<file path="config.mk">
export PLATFORM = sky130hd
export DESIGN_NAME = spi_irq_agg
export DESIGN_NICKNAME = d
export VERILOG_FILES = /design/src/rtl/spi_irq_agg.sv
export SDC_FILE = /design/constraint.sdc
export NUM_CORES = 1
export LEC_CHECK = 0
export CAP_MARGIN = 20
export CORE_MARGIN = 1.5
export CORE_UTILIZATION = 50
export DETAILED_ROUTE_END_ITERATION = 12
export HOLD_SLACK_MARGIN = 0.02
export PLACE_DENSITY_LB_ADDON = 0.12
export SETUP_SLACK_MARGIN = 0.5
export SLEW_MARGIN = 20
export SYNTH_ARGS = -nofsm -noshare
export SYNTH_HDL_FRONTEND = slang
export SYNTH_SLANG_ARGS = --single-unit
</file>
<file path="constraint.sdc">
create_clock -name clk -period 2.25 [get_ports clk]
set_input_delay 0.225 -clock clk [delete_from_list [all_inputs] [get_ports clk]]
set_output_delay 0.225 -clock clk [all_outputs]
set_load 0.02 [all_outputs]
</file>
<file path="src/rtl/spi_irq_agg.sv">
module spi_irq_agg #(
  parameter int ADDR_W = 8,
  parameter logic [ADDR_W-1:0] GIE_OFS  = 'h1C,
  parameter logic [ADDR_W-1:0] STAT_OFS = 'h20,
  parameter logic [ADDR_W-1:0] EN_OFS   = 'h28
) (
  input  logic              clk,
  input  logic              rst_n,
  input  logic              req_valid,
  input  logic              req_write,
  input  logic [ADDR_W-1:0] req_addr,
  input  logic [31:0]       req_wdata,
  output logic              rsp_valid,
  output logic [31:0]       rsp_rdata,
  input  logic              ev_tx_empty,
  input  logic              ev_tx_underrun,
  input  logic              ev_rx_overrun,
  input  logic              ev_tx_half_empty,
  input  logic              lvl_rx_not_empty,
  input  logic              lvl_rx_full,
  output logic              irq
);
  localparam int B_TXE  = 2;
  localparam int B_TXU  = 3;
  localparam int B_RXF  = 4;
  localparam int B_RXO  = 5;
  localparam int B_TXH  = 6;
  localparam int B_RXNE = 8;
  localparam int B_GIE  = 31;

  logic [31:0] stat_q, en_q, ev_vec, lvl_vec, stat_d, rd_mux;
  logic        gie_q;

  wire hit_gie  = req_valid && req_addr == GIE_OFS;
  wire hit_stat = req_valid && req_addr == STAT_OFS;
  wire hit_en   = req_valid && req_addr == EN_OFS;
  wire wr_stat  = hit_stat && req_write;

  always_comb begin
    ev_vec = '0;
    ev_vec[B_TXE] = ev_tx_empty;
    ev_vec[B_TXU] = ev_tx_underrun;
    ev_vec[B_RXO] = ev_rx_overrun;
    ev_vec[B_TXH] = ev_tx_half_empty;
    lvl_vec = '0;
    lvl_vec[B_RXNE] = req_valid && lvl_rx_not_empty;
    lvl_vec[B_RXF]  = req_valid && lvl_rx_full;
  end

  assign stat_d = (wr_stat ? stat_q ^ req_wdata : stat_q) | ev_vec | lvl_vec;

  always_comb begin
    rd_mux = '0;
    if (hit_gie)  rd_mux[B_GIE] = gie_q;
    if (hit_stat) rd_mux = stat_q;
    if (hit_en)   rd_mux = en_q;
  end

  always_ff @(posedge clk) begin
    if (!rst_n) begin
      stat_q    <= '0;
      en_q      <= '0;
      gie_q     <= 1'b0;
      irq       <= 1'b0;
      rsp_valid <= 1'b0;
      rsp_rdata <= '0;
    end else begin
      stat_q    <= stat_d;
      if (hit_en && req_write)  en_q  <= req_wdata;
      if (hit_gie && req_write) gie_q <= req_wdata[B_GIE];
      irq       <= gie_q && |(stat_q & en_q);
      rsp_valid <= req_valid && !req_write;
      rsp_rdata <= (req_valid && !req_write) ? rd_mux : '0;
    end
  end

  p_event_sticky_r3: assert property (@(posedge clk) disable iff (!rst_n)
    ev_rx_overrun |=> stat_q[B_RXO]);

  p_level_on_access_r4: assert property (@(posedge clk) disable iff (!rst_n)
    (req_valid && lvl_rx_full) |=> stat_q[B_RXF]);

  p_idle_holds_r4: assert property (@(posedge clk) disable iff (!rst_n)
    (!req_valid && !ev_tx_empty && !ev_tx_underrun && !ev_rx_overrun && !ev_tx_half_empty)
      |=> $stable(stat_q));

  p_toggle_r5: assert property (@(posedge clk) disable iff (!rst_n)
    (wr_stat && !ev_tx_empty && !ev_tx_underrun && !ev_rx_overrun && !ev_tx_half_empty
      && !lvl_rx_not_empty && !lvl_rx_full)
      |=> stat_q == ($past(stat_q) ^ $past(req_wdata)));

  p_event_wins_r6: assert property (@(posedge clk) disable iff (!rst_n)
    (wr_stat && ev_tx_underrun) |=> stat_q[B_TXU]);

  p_irq_gated_r7: assert property (@(posedge clk) disable iff (!rst_n)
    irq |-> $past(gie_q));

  p_rsp_follows_req_r2: assert property (@(posedge clk) disable iff (!rst_n)
    rsp_valid |-> $past(req_valid && !req_write));
endmodule

</file>
* Word-level counts from Yosys, hierarchy flattened *
Index checks and enable logic that the tools add are counted.
Widths: inputs -> output; s select.

storage, ports and cells
  flip-flop bits (word level) = 99
  input port bits = 50

operators by class
  mux-type cells = 4
  reductions and logical operators = 13
  equal/unequal tests = 3
  bitwise logic cells = 4

operators with widths
  cell                number
  $mux 32             3
  $and 32x32->32      1
  $or 32x7->32        1
  $or 32x9->32        1
  $reduce_or 32->1    1
  $xor 32x32->32      1
  $eq 8x6->1 const B  2
  $logic_and 1x1->1   10
  $eq 8x5->1 const B  1
  $reduce_and 2->1    1
  $logic_not 1->1     1
  $mux 1              1

* Logic depth before layout (Yosys ltp) *
Gate-level depths: netlist of run 1.

  depth after elaboration = 6
  mapped depth = 6

* Worst setup path after synthesis of run 1 *
Ideal clock, no wire load.

  kind = input-to-reg
  start point = input port req_addr[1]
  end point = register stat_q[4]
  setup slack = 0.322 ns
  data required time = 2.176 ns
  stages = 5
  arrival time = 1.853 ns
  path through = or4_4 -> or4_4 -> clkbuf_2 -> or3_1 -> a31oi_1

between the ends
  longest elaborated chain between the ends = 6

RTL lines
  what                  RTL line  source
  from (decl)           11        input logic [ADDR_W-1:0] req_addr,
  $eq 8x6->1            35        wire hit_stat = req_valid && req_addr == STAT_OFS;
  $logic_and 1x1->1     35
  $logic_and 1x1->1     37        wire wr_stat = hit_stat && req_write;
  $mux 32               50        assign stat_d = (wr_stat ? stat_q ^ req_wdata : stat_q) | ev_vec | lvl_vec;
  $or 32x7->32          50
  $or 32x9->32          50
  to (signal assigned)  68        stat_q <= stat_d;
  to (decl)             31        logic [31:0] stat_q, en_q, ev_vec, lvl_vec, stat_d, rd_mux;

No other way between the ends.
A chain may end at the register's enable or synchronous reset.

* Worst setup path in the final report of run 1 *
  start point = input port req_addr[3]
  end point = register stat_q[17]

Same word-level chain as after synthesis.

==> results of run 1 <==
[final timing paths]
path,endpoint,slack [ns],start
setup / recovery,stat_q[17]$_SDFFE_PN0N_,0.38,req_addr[3]
hold / removal,stat_q[8]$_SDFF_PN0_,0.33,req_valid
setup reg to reg,irq$_SDFF_PN0_,0.59,en_q[7]$_SDFFE_PN0P_
hold reg to reg,en_q[9]$_SDFFE_PN0P_,0.48,en_q[9]$_SDFFE_PN0P_
[repair_timing]
action / in CTS / in global routing
resized for setup: 37 / 37
setup endpoints to repair: 41 / 28
pin swaps: 19 / 15
setup buffers: 4 / 2
gates cloned: 3 / 2
[cell usage in the layout, fill, tap and decap left out, types with 5 or more instances in the layout]
cell type	instances
dfxtp_1	99
clkdlybuf4s50_1	74
nand2_1	67
a21oi_1	48
a22oi_1	39
inv_1	35
nor2_1	31
or3_1	21
buf_4	20
o21ai_0	14
o21ai_1	11
a21oi_2	10
clkbuf_8	9
or3_4	7
a31oi_1	6
buf_12	6
nand4_1	5
a221oi_1	5
[final cells by class]
class	instances	share of cell area
clock buffers	10	0.02375
clock inverters	6	0.01374
well taps	99	0.02305
flip-flops and latches	99	0.3688
multi-input cells	295	0.3185
repair buffers	115	0.2263
inverters	37	0.02584
[registers in the layout (all words and copies together) (netlist names)]
name / flops
stat_q: 32
rsp_rdata: 32
rsp_valid: 1
irq: 1
gie_q: 1
en_q: 32
[routing by layer]
| layer | wire length, microns | global-route usage | vias up |
|---|---|---|---|
| met2 | 5509 | 0.4505 | 148 |
| met4 | 198 | 0.1019 | 0 |
| met5 | 0 | 0 | - |
| met1 | 4697 | 0.3420 | 1806 |
| li1 | - | - | 1803 |
| met3 | 631 | 0.04630 | 21 |
[critical path: cells and delay by family]
kind	cells	cell delay, ns
buf+inv	2	0.27
simple gates	3	1.49
compound gates	1	0.15
[cells by family after synthesis]
group	Yosys count	share of synthesized area
flops	99	0.5158
compound gates	147	0.2345
buf+inv	68	0.06740
simple gates	147	0.1824
[power breakdown]
| group | internal [mW] | switching, mW | total, mW |
|---|---|---|---|
| registers | 1.76 | 0.00924 | 1.77 |
| clock network | 0.528 | 0.640 | 1.17 |
| logic | 0.105 | 0.0917 | 0.197 |
| total | 2.39 | 0.741 | 3.13 |
==> summary.md, run 1 <==
| Metric | Value |
|---|---|
| Outcome | `complete, no violations` |
| Placed Cells | `634` |
| Synthesis-to-layout area growth | `39.86%` |
| Placeable Area | `7331 sq um` |
| Synthesized area | `3842 sq um` |
| Min Tclk post-route | `1.867 ns` |
| Setup TNS | `0 ns` |
| Worst hold slack | `0.3258 ns` |
| Hold Path Stages | `4` |
| Root buf cell | `clkbuf_8` |
| Final WL | `11040 microns` |
| DRC errors left | `0` |
| Io pins | `84` |
| Die Y | `90.67 microns` |
| Deepest clock path buffer count | `2` |
| Startpoint types | `primary input` |
| Drt first pass iters | `5` |
| Crit Path Class | `primary input to flop` |
| H-tree depth | `3` |
| Area of the multi-input gates | `1712 sq um` |
| Leak | `1.916 nW` |
| Hpwl dp | `6810 microns` |
| Max cap viols | `0` |
| Mean routed wirelength per cell | `16.70 microns` |
| CP max stage delay | `0.59 ns` |
| Pre-CTS setup slack | `-0.2639 ns` |
| Post-DRT Antenna Nets | `0` |
| Yosys synthesis warning count | `0` |
| Global-route wire length before repair | `17470 microns` |
| Largest net degree at the start of global routing | `49` |
| Clock skew | `0.01136 ns` |
| Final period utilization | `0.8299` |
| HP Class | `primary input to flop` |
| Total die area | `8220 sq um` |
| Vias in the first global route | `3602` |
| PortBufs | `83` |
| Worst endpoint data arrival time | `2.14 ns` |
| Gr usage total | `0.2680` |
| Initial DRC count | `284` |
| Gp weighted congestion | `0.7919` |
| CTS clk-pin slew, worst paths | `0.09 ns` |
| Placed cell areas | `4923 sq um` |
| Netlist cell types | `30` |
| Peak VDD IR | `0.4392 mV` |
| Fin util | `0.7331` |
| Critical-path top delay cell | `or4_4` |
| CTS tree | `done` |
| Seq cells post-synth | `99` |
| CP required | `2.53 ns` |
| Achievable frequency | `535.6 MHz` |
| Synth top area share | `0.5158` |
| FP Rows | `31` |
| Share of cells above drive strength 1 | `0.1441` |
| Syn nets | `511` |
| CP Max Fanout | `8` |
| Initial antenna violation count | `0` |
| Worst R2R Path Depth | `4` |
| Worst-path cell chain | `buf_6, or4b_4, or4_4, buf_12, or3_4, a21oi_2` |
| Total number of vias | `3778` |
| Count of final setup violators | `0` |
| Finished Layout Cells | `661` |
| Gate Count Post-Synth | `461` |
| GRT overflow | `0` |
| Via/cell ratio | `5.716` |
| Sequential fraction of the synthesis area | `0.5158` |
| Cell taking the most area after synthesis | `dfxtp_1` |
| Worst slew pin tran | `0.4748 ns` |
| Post-CTS Hold Buffers | `0` |
| Ys flop type | `dfxtp_1` |
| Rel. slew slack | `0.6815` |
| Num CTS Buffers | `9` |
| Crit end category | `flop` |
| Pwr Total | `3.134 mW` |
| Post-synthesis async set-or-reset flop share | `0` |
| List of most frequent post-synthesis cells | `dfxtp_1 (99), nand2_1 (67), a21oi_1 (58)` |
| Slew Viols, Final | `0` |
| Ranking of synthesized cells by area | `dfxtp_1 (52%), a22oi_1 (7.6%), a21oi_1 (7.6%), nand2_1 (6.5%), or3_1 (4.6%)` |
| Design area | `5374 sq um` |
| Clock Latency Late Sink | `0.36 ns` |
| Unrepaired setup endpoints after global routing | `true` |
| ANT cells | `0` |
| PwrDens | `583.3 nW/um^2` |
| Register area | `1982 sq um` |
| DIE WIDTH | `90.67 microns` |
| Initial Util | `0.5242` |
| Post-synth EDFFs | `0` |
| Hold Fails Final Rpt | `0` |
| Setup ws final | `0.3828 ns` |
| # nets final | `607` |
| Fillers | `528` |
| Most numerous cell in the Yosys netlist | `dfxtp_1` |
| Mean area per synthesized cell | `8.335 sq um` |
| Clk sinks | `99` |
(Power assumes the default switching activity.)
==> inputs of run 2 (changes only) <==
Settings changed: CORE_UTILIZATION 50 to 45.
Clock period 2.25 ns to 1.5 ns, I/O delays scaled along.
==> run 2 against run 1 <==
  * The flow now finishes with violations (setup timing)
  * Sequential cell count stayed put
  * Total power grew 48%
  * Die area up 11%
  * Combinational power is 97% higher
  * Hold slack got worse by 0.0058 ns
  * Critical path type unchanged
  * Critical endpoint is now stat_q[7]$_SDFFE_PN0N_
  * Highest routed layer unchanged
==> summary.md, run 2 (synthesis results as in run 1) <==
| Metric | Value |
|---|---|
| Top Registers | `en_q: 32 flops, rsp_rdata: 32 flops, stat_q: 32 flops (unchanged)` |
| Pre-CTS setup slack | `-0.8866 ns (was -0.2639 ns)` |
| CP required | `1.81 ns (was 2.53 ns)` |
| Startpoint types | `primary input (unchanged)` |
| Crit Path Class | `primary input to flop (unchanged)` |
| Crit end category | `flop (unchanged)` |
| # nets final | `649 (was 607)` |
| Final period utilization | `1.270` |
| Unrepaired setup endpoints after global routing | `true (unchanged)` |
| CTS tree | `done (unchanged)` |
| Share of cells above drive strength 1 | `0.5232 (was 0.1441)` |
| DIE WIDTH | `95.41 microns (was 90.67 microns)` |
| Root buf cell | `clkbuf_8 (unchanged)` |
| Clock network fraction of total power | `0.343 (was 0.373)` |
| PortBufs | `83 (unchanged)` |
| Worst R2R Path Depth | `4 (unchanged)` |
| Total number of vias | `4324 (was 3778)` |
| Rel. slew slack | `0.7722 (was 0.6815)` |
| Most frequent cells in the layout | `dfxtp_1 (71), buf_6 (57), a21oi_2 (45) (was dfxtp_1 (99), clkdlybuf4s50_1 (74), nand2_1 (67))` |
| H-tree depth | `3 (unchanged)` |
| Slew Viols, Final | `0 (unchanged)` |
| Setup slack, reg-to-reg | `-0.01 ns (was 0.59 ns)` |
| Count of final setup violators | `65 (was 0)` |
| Global-route wire length before repair | `20990 microns (was 17470 microns)` |
| Final WL | `15290 microns (was 11040 microns)` |
| Drt first pass iters | `6 (was 5)` |
| Internal | `3.450 mW (was 2.394 mW)` |
| DRC errors left | `0 (unchanged)` |
| Initial antenna violation count | `0 (unchanged)` |
| Gp weighted congestion | `0.8825 (was 0.7919)` |
| PwrDens | `692.5 nW/um^2 (was 583.3 nW/um^2)` |
| Area of the multi-input gates | `2359 sq um (was 1712 sq um)` |
| Sequential power share | `0.573 (was 0.564)` |
| Min Tclk post-route | `1.905 ns` |
| Reg2reg end | `irq$_SDFF_PN0_ (unchanged)` |
| Clk sinks | `99 (unchanged)` |
| GRT overflow | `0 (unchanged)` |
| Io pins | `84 (unchanged)` |
| Mean routed wirelength per cell | `21.57 microns (was 16.70 microns)` |
| Reg-to-Reg Start | `en_q[7]$_SDFFE_PN0P_ (unchanged)` |
| Violated checks | `setup timing` |
| Most common cell after layout, fill and taps aside | `dfxtp_1 (unchanged)` |
| Achievable frequency | `525.0 MHz` |
| Critical-path top delay cell | `or4_4 (unchanged)` |
| Sw Share | `0.2562 (was 0.2363)` |
| Post-DRT Antenna Nets | `0 (unchanged)` |
| CTS clk-pin slew, worst paths | `0.10 ns (was 0.09 ns)` |
| CP Max Fanout | `7 (was 8)` |
| Register area | `2017 sq um (was 1982 sq um)` |
| Comb pwr share | `0.084 (was 0.063)` |
| Hold Fails Final Rpt | `0 (unchanged)` |
| Die Y | `95.41 microns (was 90.67 microns)` |
| Worst-path cell chain | `buf_6, or4b_4, or4_4, buf_12, or3_1, a21oi_2 (was buf_6, or4b_4, or4_4, buf_12, or3_4, a21oi_2)` |
| Outcome | `finished with violations (was complete, no violations)` |
| Peak VDD IR | `0.5425 mV (was 0.4392 mV)` |
| Gr usage total | `0.3100 (was 0.2680)` |
| Leak | `2.449 nW (was 1.916 nW)` |
| Sw power | `1.188 mW (was 740.7 uW)` |
| Setup ws final | `-0.4047 ns (was 0.3828 ns)` |
| End of the worst hold path | `stat_q[8]$_SDFF_PN0_ (unchanged)` |
| Worst hold slack | `0.3199 ns (was 0.3258 ns)` |
| Hpwl dp | `7303 microns (was 6810 microns)` |
| CP max stage delay | `0.69 ns (was 0.59 ns)` |
| Hold Path Stages | `4 (unchanged)` |
| Clock skew | `0.008710 ns (was 0.01136 ns)` |
| Initial Util | `0.4653 (was 0.5242)` |
| Vias in the first global route | `4042 (was 3602)` |
| Design area | `6698 sq um (was 5374 sq um)` |
| Max cap viols | `0 (unchanged)` |
| Deepest clock path buffer count | `2 (unchanged)` |
| Placed cell areas | `5085 sq um (was 4923 sq um)` |
| Synthesis-to-layout area growth | `74.31% (was 39.86%)` |
| Initial DRC count | `355 (was 284)` |
| Via/cell ratio | `6.099 (was 5.716)` |
| Num CTS Buffers | `9 (unchanged)` |
| Fillers | `468 (was 528)` |
| Clock Latency Late Sink | `0.38 ns (was 0.36 ns)` |
| Worst endpoint data arrival time | `2.21 ns (was 2.14 ns)` |
| Post-CTS Hold Buffers | `0 (unchanged)` |
| Source of the worst hold timing path | `req_valid (unchanged)` |
| Largest net degree at the start of global routing | `43 (was 49)` |
| Placeable Area | `8258 sq um (was 7331 sq um)` |
| Worst slew pin tran | `0.3417 ns (was 0.4748 ns)` |
| FP Rows | `33 (was 31)` |
| HP Class | `primary input to flop (unchanged)` |
| ANT cells | `0 (unchanged)` |
| Total die area | `9102 sq um (was 8220 sq um)` |
[run 2: worst max-delay path by stage]
stage                                    to  slack (ns)        start
floorplan              stat_q[4]$_SDFF_PN0_       -0.35  req_addr[1]
global placement    stat_q[13]$_SDFFE_PN0N_       -0.84  req_addr[1]
detailed placement   stat_q[7]$_SDFFE_PN0N_       -0.89  req_addr[0]
CTS                  stat_q[7]$_SDFFE_PN0N_       -0.32  req_addr[7]
global route        stat_q[22]$_SDFFE_PN0N_       -0.40  req_addr[4]
finish               stat_q[7]$_SDFFE_PN0N_       -0.40  req_addr[4]
[run 2: area by class of cell]
type / instances / share of cell area
Multi-Input combinational cell: 294 / 0.3521
Timing Repair Buffer: 158 / 0.2812
Clock inverter: 6 / 0.005978
Sequential cell: 99 / 0.3011
Tap cell: 105 / 0.01962
Clock buffer: 10 / 0.01905
Inverter: 37 / 0.02092
[run 2: metal layers]
metal  up-vias  part of all wire  global-route usage
met5         -                 0                   0
met4         0             0.046              0.1495
met3        68             0.088             0.06459
met2       278              0.49              0.5112
met1      2082              0.38              0.3843
li1       1896                 -                   -
[run 2: power groups by stage]
stage | clock (mW) | combinational [mW] | sequential [mW]
final | 1.59 | 0.388 | 2.66
after global routing | 1.70 | 0.406 | 2.66
after CTS | 1.57 | 0.336 | 2.66
after detailed placement | 0 | 0.311 | 2.71
after global placement | 0 | 0.305 | 2.71
after floorplan | 0 | 0.0857 | 2.71
[run 2: stage by stage]
step | std cells | power (mW) | setup TNS [ns] | utilization
2_1_floorplan | 461 | 2.797 | -13.20 | -
3_3_place_gp | 655 | 3.019 | -51.96 | 0.6158
3_5_place_dp | 655 | 3.025 | -53.95 | 0.6158
4_1_cts | 702 | 4.567 | -9.638 | 0.7282
5_1_grt | 709 | 4.766 | -17.11 | 0.8111
6_report | 709 | 4.638 | -15.21 | 0.8111
[run 2: worst max-delay path, delay by kind of cell]
family,cells,cell delay (ns)
compound gates,1,0.15
buf+inv,2,0.30
simple gates,3,1.61
[run 2: what timing repair did]
action	4_1_cts	5_1_grt
hold endpoints to repair	0	0
endpoints found under the setup margin	133	130
gates resized for setup	327	188
gates cloned	13	2
buffers inserted	18	5
pin swaps	131	61
==> inputs of run 3 (changes only) <==
Settings changed: CTS_CLUSTER_DIAMETER from default to 50, MAX_ROUTING_LAYER from default to met4.
==> run 3 against run 2 <==
  * The flow still finishes with violations (setup timing)
  * Die area unchanged
  * Via count increased by 1.2%
  * Final cell count unchanged
  * Routed wire length increased by 2.1%
  * Sequential power about the same
  * Sequential cell count unchanged
  * Register-to-register slack improved by 0.02 ns
==> summary.md, run 3 (synthesis results as in run 1) <==
| Metric | Value |
|---|---|
| Outcome | `finished with violations (unchanged)` |
| Violated checks | `setup timing (unchanged)` |
| Worst R2R Path Depth | `4 (unchanged)` |
| Worst hold slack | `0.3299 ns (was 0.3199 ns)` |
| Die Y | `95.41 microns (unchanged)` |
| Gr usage total | `0.3198 (was 0.3100)` |
| Io pins | `84 (unchanged)` |
| Post-DRT Antenna Nets | `0 (unchanged)` |
| Gp weighted congestion | `0.8972 (was 0.8825)` |
| Slew Viols, Final | `0 (unchanged)` |
| Top Registers | `en_q: 32 flops, rsp_rdata: 32 flops, stat_q: 32 flops (unchanged)` |
| Setup slack, reg-to-reg | `0.01 ns (was -0.01 ns)` |
| GRT overflow | `0 (unchanged)` |
| Rel. slew slack | `0.7552 (was 0.7722)` |
| Pwr Total | `4.643 mW (was 4.638 mW)` |
| CTS clk-pin slew, worst paths | `0.09 ns (was 0.10 ns)` |
| Mean routed wirelength per cell | `22.03 microns (was 21.57 microns)` |
| Most common cell after layout, fill and taps aside | `dfxtp_1 (unchanged)` |
| Initial DRC count | `358 (was 355)` |
| Worst slew pin tran | `0.3672 ns (was 0.3417 ns)` |
| Largest net degree at the start of global routing | `43 (unchanged)` |
| Hpwl dp | `7303 microns (unchanged)` |
| Deepest clock path buffer count | `2 (unchanged)` |
| Max cap viols | `0 (unchanged)` |
| Crit end category | `flop (unchanged)` |
| Initial Util | `0.4653 (unchanged)` |
| Total number of vias | `4374 (was 4324)` |
| Worst endpoint data arrival time | `2.22 ns (was 2.21 ns)` |
| Pre-CTS setup slack | `-0.8866 ns (unchanged)` |
| ANT cells | `0 (unchanged)` |
| Count of final setup violators | `64 (was 65)` |
| CP Max Fanout | `6 (was 7)` |
| Clk sinks | `99 (unchanged)` |
| Setup ws final | `-0.4449 ns (was -0.4047 ns)` |
| Most frequent cells in the layout | `dfxtp_1 (72), buf_6 (57), a21oi_2 (45) (was dfxtp_1 (71), buf_6 (57), a21oi_2 (45))` |
| PortBufs | `83 (unchanged)` |
| Worst-path cell chain | `buf_6, or4b_4, or4_4, buf_16, or3_1, a21oi_1 (was buf_6, or4b_4, or4_4, buf_12, or3_1, a21oi_2)` |
| Unrepaired setup endpoints after global routing | `true (unchanged)` |
| Clock Latency Late Sink | `0.37 ns (was 0.38 ns)` |
| Num CTS Buffers | `9 (unchanged)` |
| Root buf cell | `clkbuf_8 (unchanged)` |
| Reg-to-Reg Start | `en_q[7]$_SDFFE_PN0P_ (unchanged)` |
| CP max stage delay | `0.70 ns (was 0.69 ns)` |
| Reg2reg end | `irq$_SDFF_PN0_ (unchanged)` |
| CTS tree | `done (unchanged)` |
| Critical-path top delay cell | `or4_4 (unchanged)` |
| Initial antenna violation count | `0 (unchanged)` |
| Total die area | `9102 sq um (unchanged)` |
| Clock skew | `0.007266 ns (was 0.008710 ns)` |
| Vias in the first global route | `4044 (was 4042)` |
| Final WL | `15620 microns (was 15290 microns)` |
| Crit Path Class | `primary input to flop (unchanged)` |
| Share of cells above drive strength 1 | `0.5215 (was 0.5232)` |
| CP endpoint | `stat_q[25]$_SDFFE_PN0N_ (was stat_q[7]$_SDFFE_PN0N_)` |
| CP required | `1.78 ns (was 1.81 ns)` |
| Placeable Area | `8258 sq um (unchanged)` |
| Hold Fails Final Rpt | `0 (unchanged)` |
| DRC errors left | `0 (unchanged)` |
| DIE WIDTH | `95.41 microns (unchanged)` |
| Finished Layout Cells | `709 (unchanged)` |
| Placed Cells | `655 (unchanged)` |
| Worst setup startpoint | `req_addr[4] (unchanged)` |
| Global-route wire length before repair | `21050 microns (was 20990 microns)` |
| Drt first pass iters | `5 (was 6)` |
| Leak | `2.448 nW (was 2.449 nW)` |
| PwrDens | `693.4 nW/um^2 (was 692.5 nW/um^2)` |
| # nets final | `649 (unchanged)` |
| Via/cell ratio | `6.169 (was 6.099)` |
| Min Tclk post-route | `1.945 ns (was 1.905 ns)` |
| H-tree depth | `3 (unchanged)` |
| HP Class | `primary input to flop (unchanged)` |
| FP Rows | `33 (unchanged)` |
| Startpoint types | `primary input (unchanged)` |
| Achievable frequency | `514.2 MHz (was 525.0 MHz)` |
| Final period utilization | `1.297 (was 1.270)` |
| Peak VDD IR | `0.4968 mV (was 0.5425 mV)` |
| Synthesis-to-layout area growth | `74.28% (was 74.31%)` |
run 3: cell counts in the layout (fill, tap and decap cells not counted):
No cell type changed its count.
run 3: final cells by class:
class | instances | area (sq um)
Clock buffer | 10 | 127.6
Clock inverter | 6 | 40.04
Fill cell | 466 | 1562
Inverter | 37 | 140.1
Multi-Input combinational cell | 294 | 2359
Sequential cell | 99 | 2016
Tap cell | 105 | 131.4
Timing Repair Buffer | 158 | 1883
run 3: worst max-delay path, delay by kind of cell:
kind	cells	cell delay [ns]
compound gates	1	0.23
buf+inv	2	0.30
simple gates	3	1.54
run 3: repair_timing:
action,4_1_cts,5_1_grt
buffers inserted,18,5
cloned,13,2
setup endpoints to repair,133,130
gates resized for setup,327,187
pin swaps,131,61
hold buffers,0,0
run 3: metrics by stage:
stage          setup TNS (ns)  utilization  cell area (sq um)
4_1_cts                -9.638       0.7282               6013
3_3_place_gp           -51.96       0.6158               5085
3_5_place_dp           -53.95       0.6158               5085
5_1_grt                -17.41       0.8109               6696
6_report               -15.82       0.8109               6696
2_1_floorplan          -13.20            -               3918
run 3: how the worst min path moves through the flow:
stage               depth (start not counted)             startpoint  slack [ns]                     to
floorplan                                   1            ev_tx_empty        0.29   stat_q[2]$_SDFF_PN0_
global placement                            2  en_q[21]$_SDFFE_PN0P_        0.46  en_q[21]$_SDFFE_PN0P_
detailed placement                          2  en_q[28]$_SDFFE_PN0P_        0.46  en_q[28]$_SDFFE_PN0P_
CTS                                         4              req_valid        0.31   stat_q[8]$_SDFF_PN0_
global route                                4              req_valid        0.36   stat_q[8]$_SDFF_PN0_
finish                                      4              req_valid        0.33   stat_q[8]$_SDFF_PN0_
run 3: where the power goes:
part | total [mW] | switching [mW] | internal (mW) | leakage [nW]
clock network | 1.59 | 0.984 | 0.609 | 0.0868
logic | 0.392 | 0.189 | 0.203 | 1.55
registers | 2.66 | 0.0195 | 2.64 | 0.813
run 3: routing by layer:
metal | global-route usage | up-vias | share of wire
met3 | 0.06539 | 76 | 0.084
met2 | 0.5112 | 293 | 0.50
met5 | - | - | 0
met4 | 0.1507 | 0 | 0.045
li1 | - | 1891 | -
met1 | 0.3858 | 2114 | 0.37
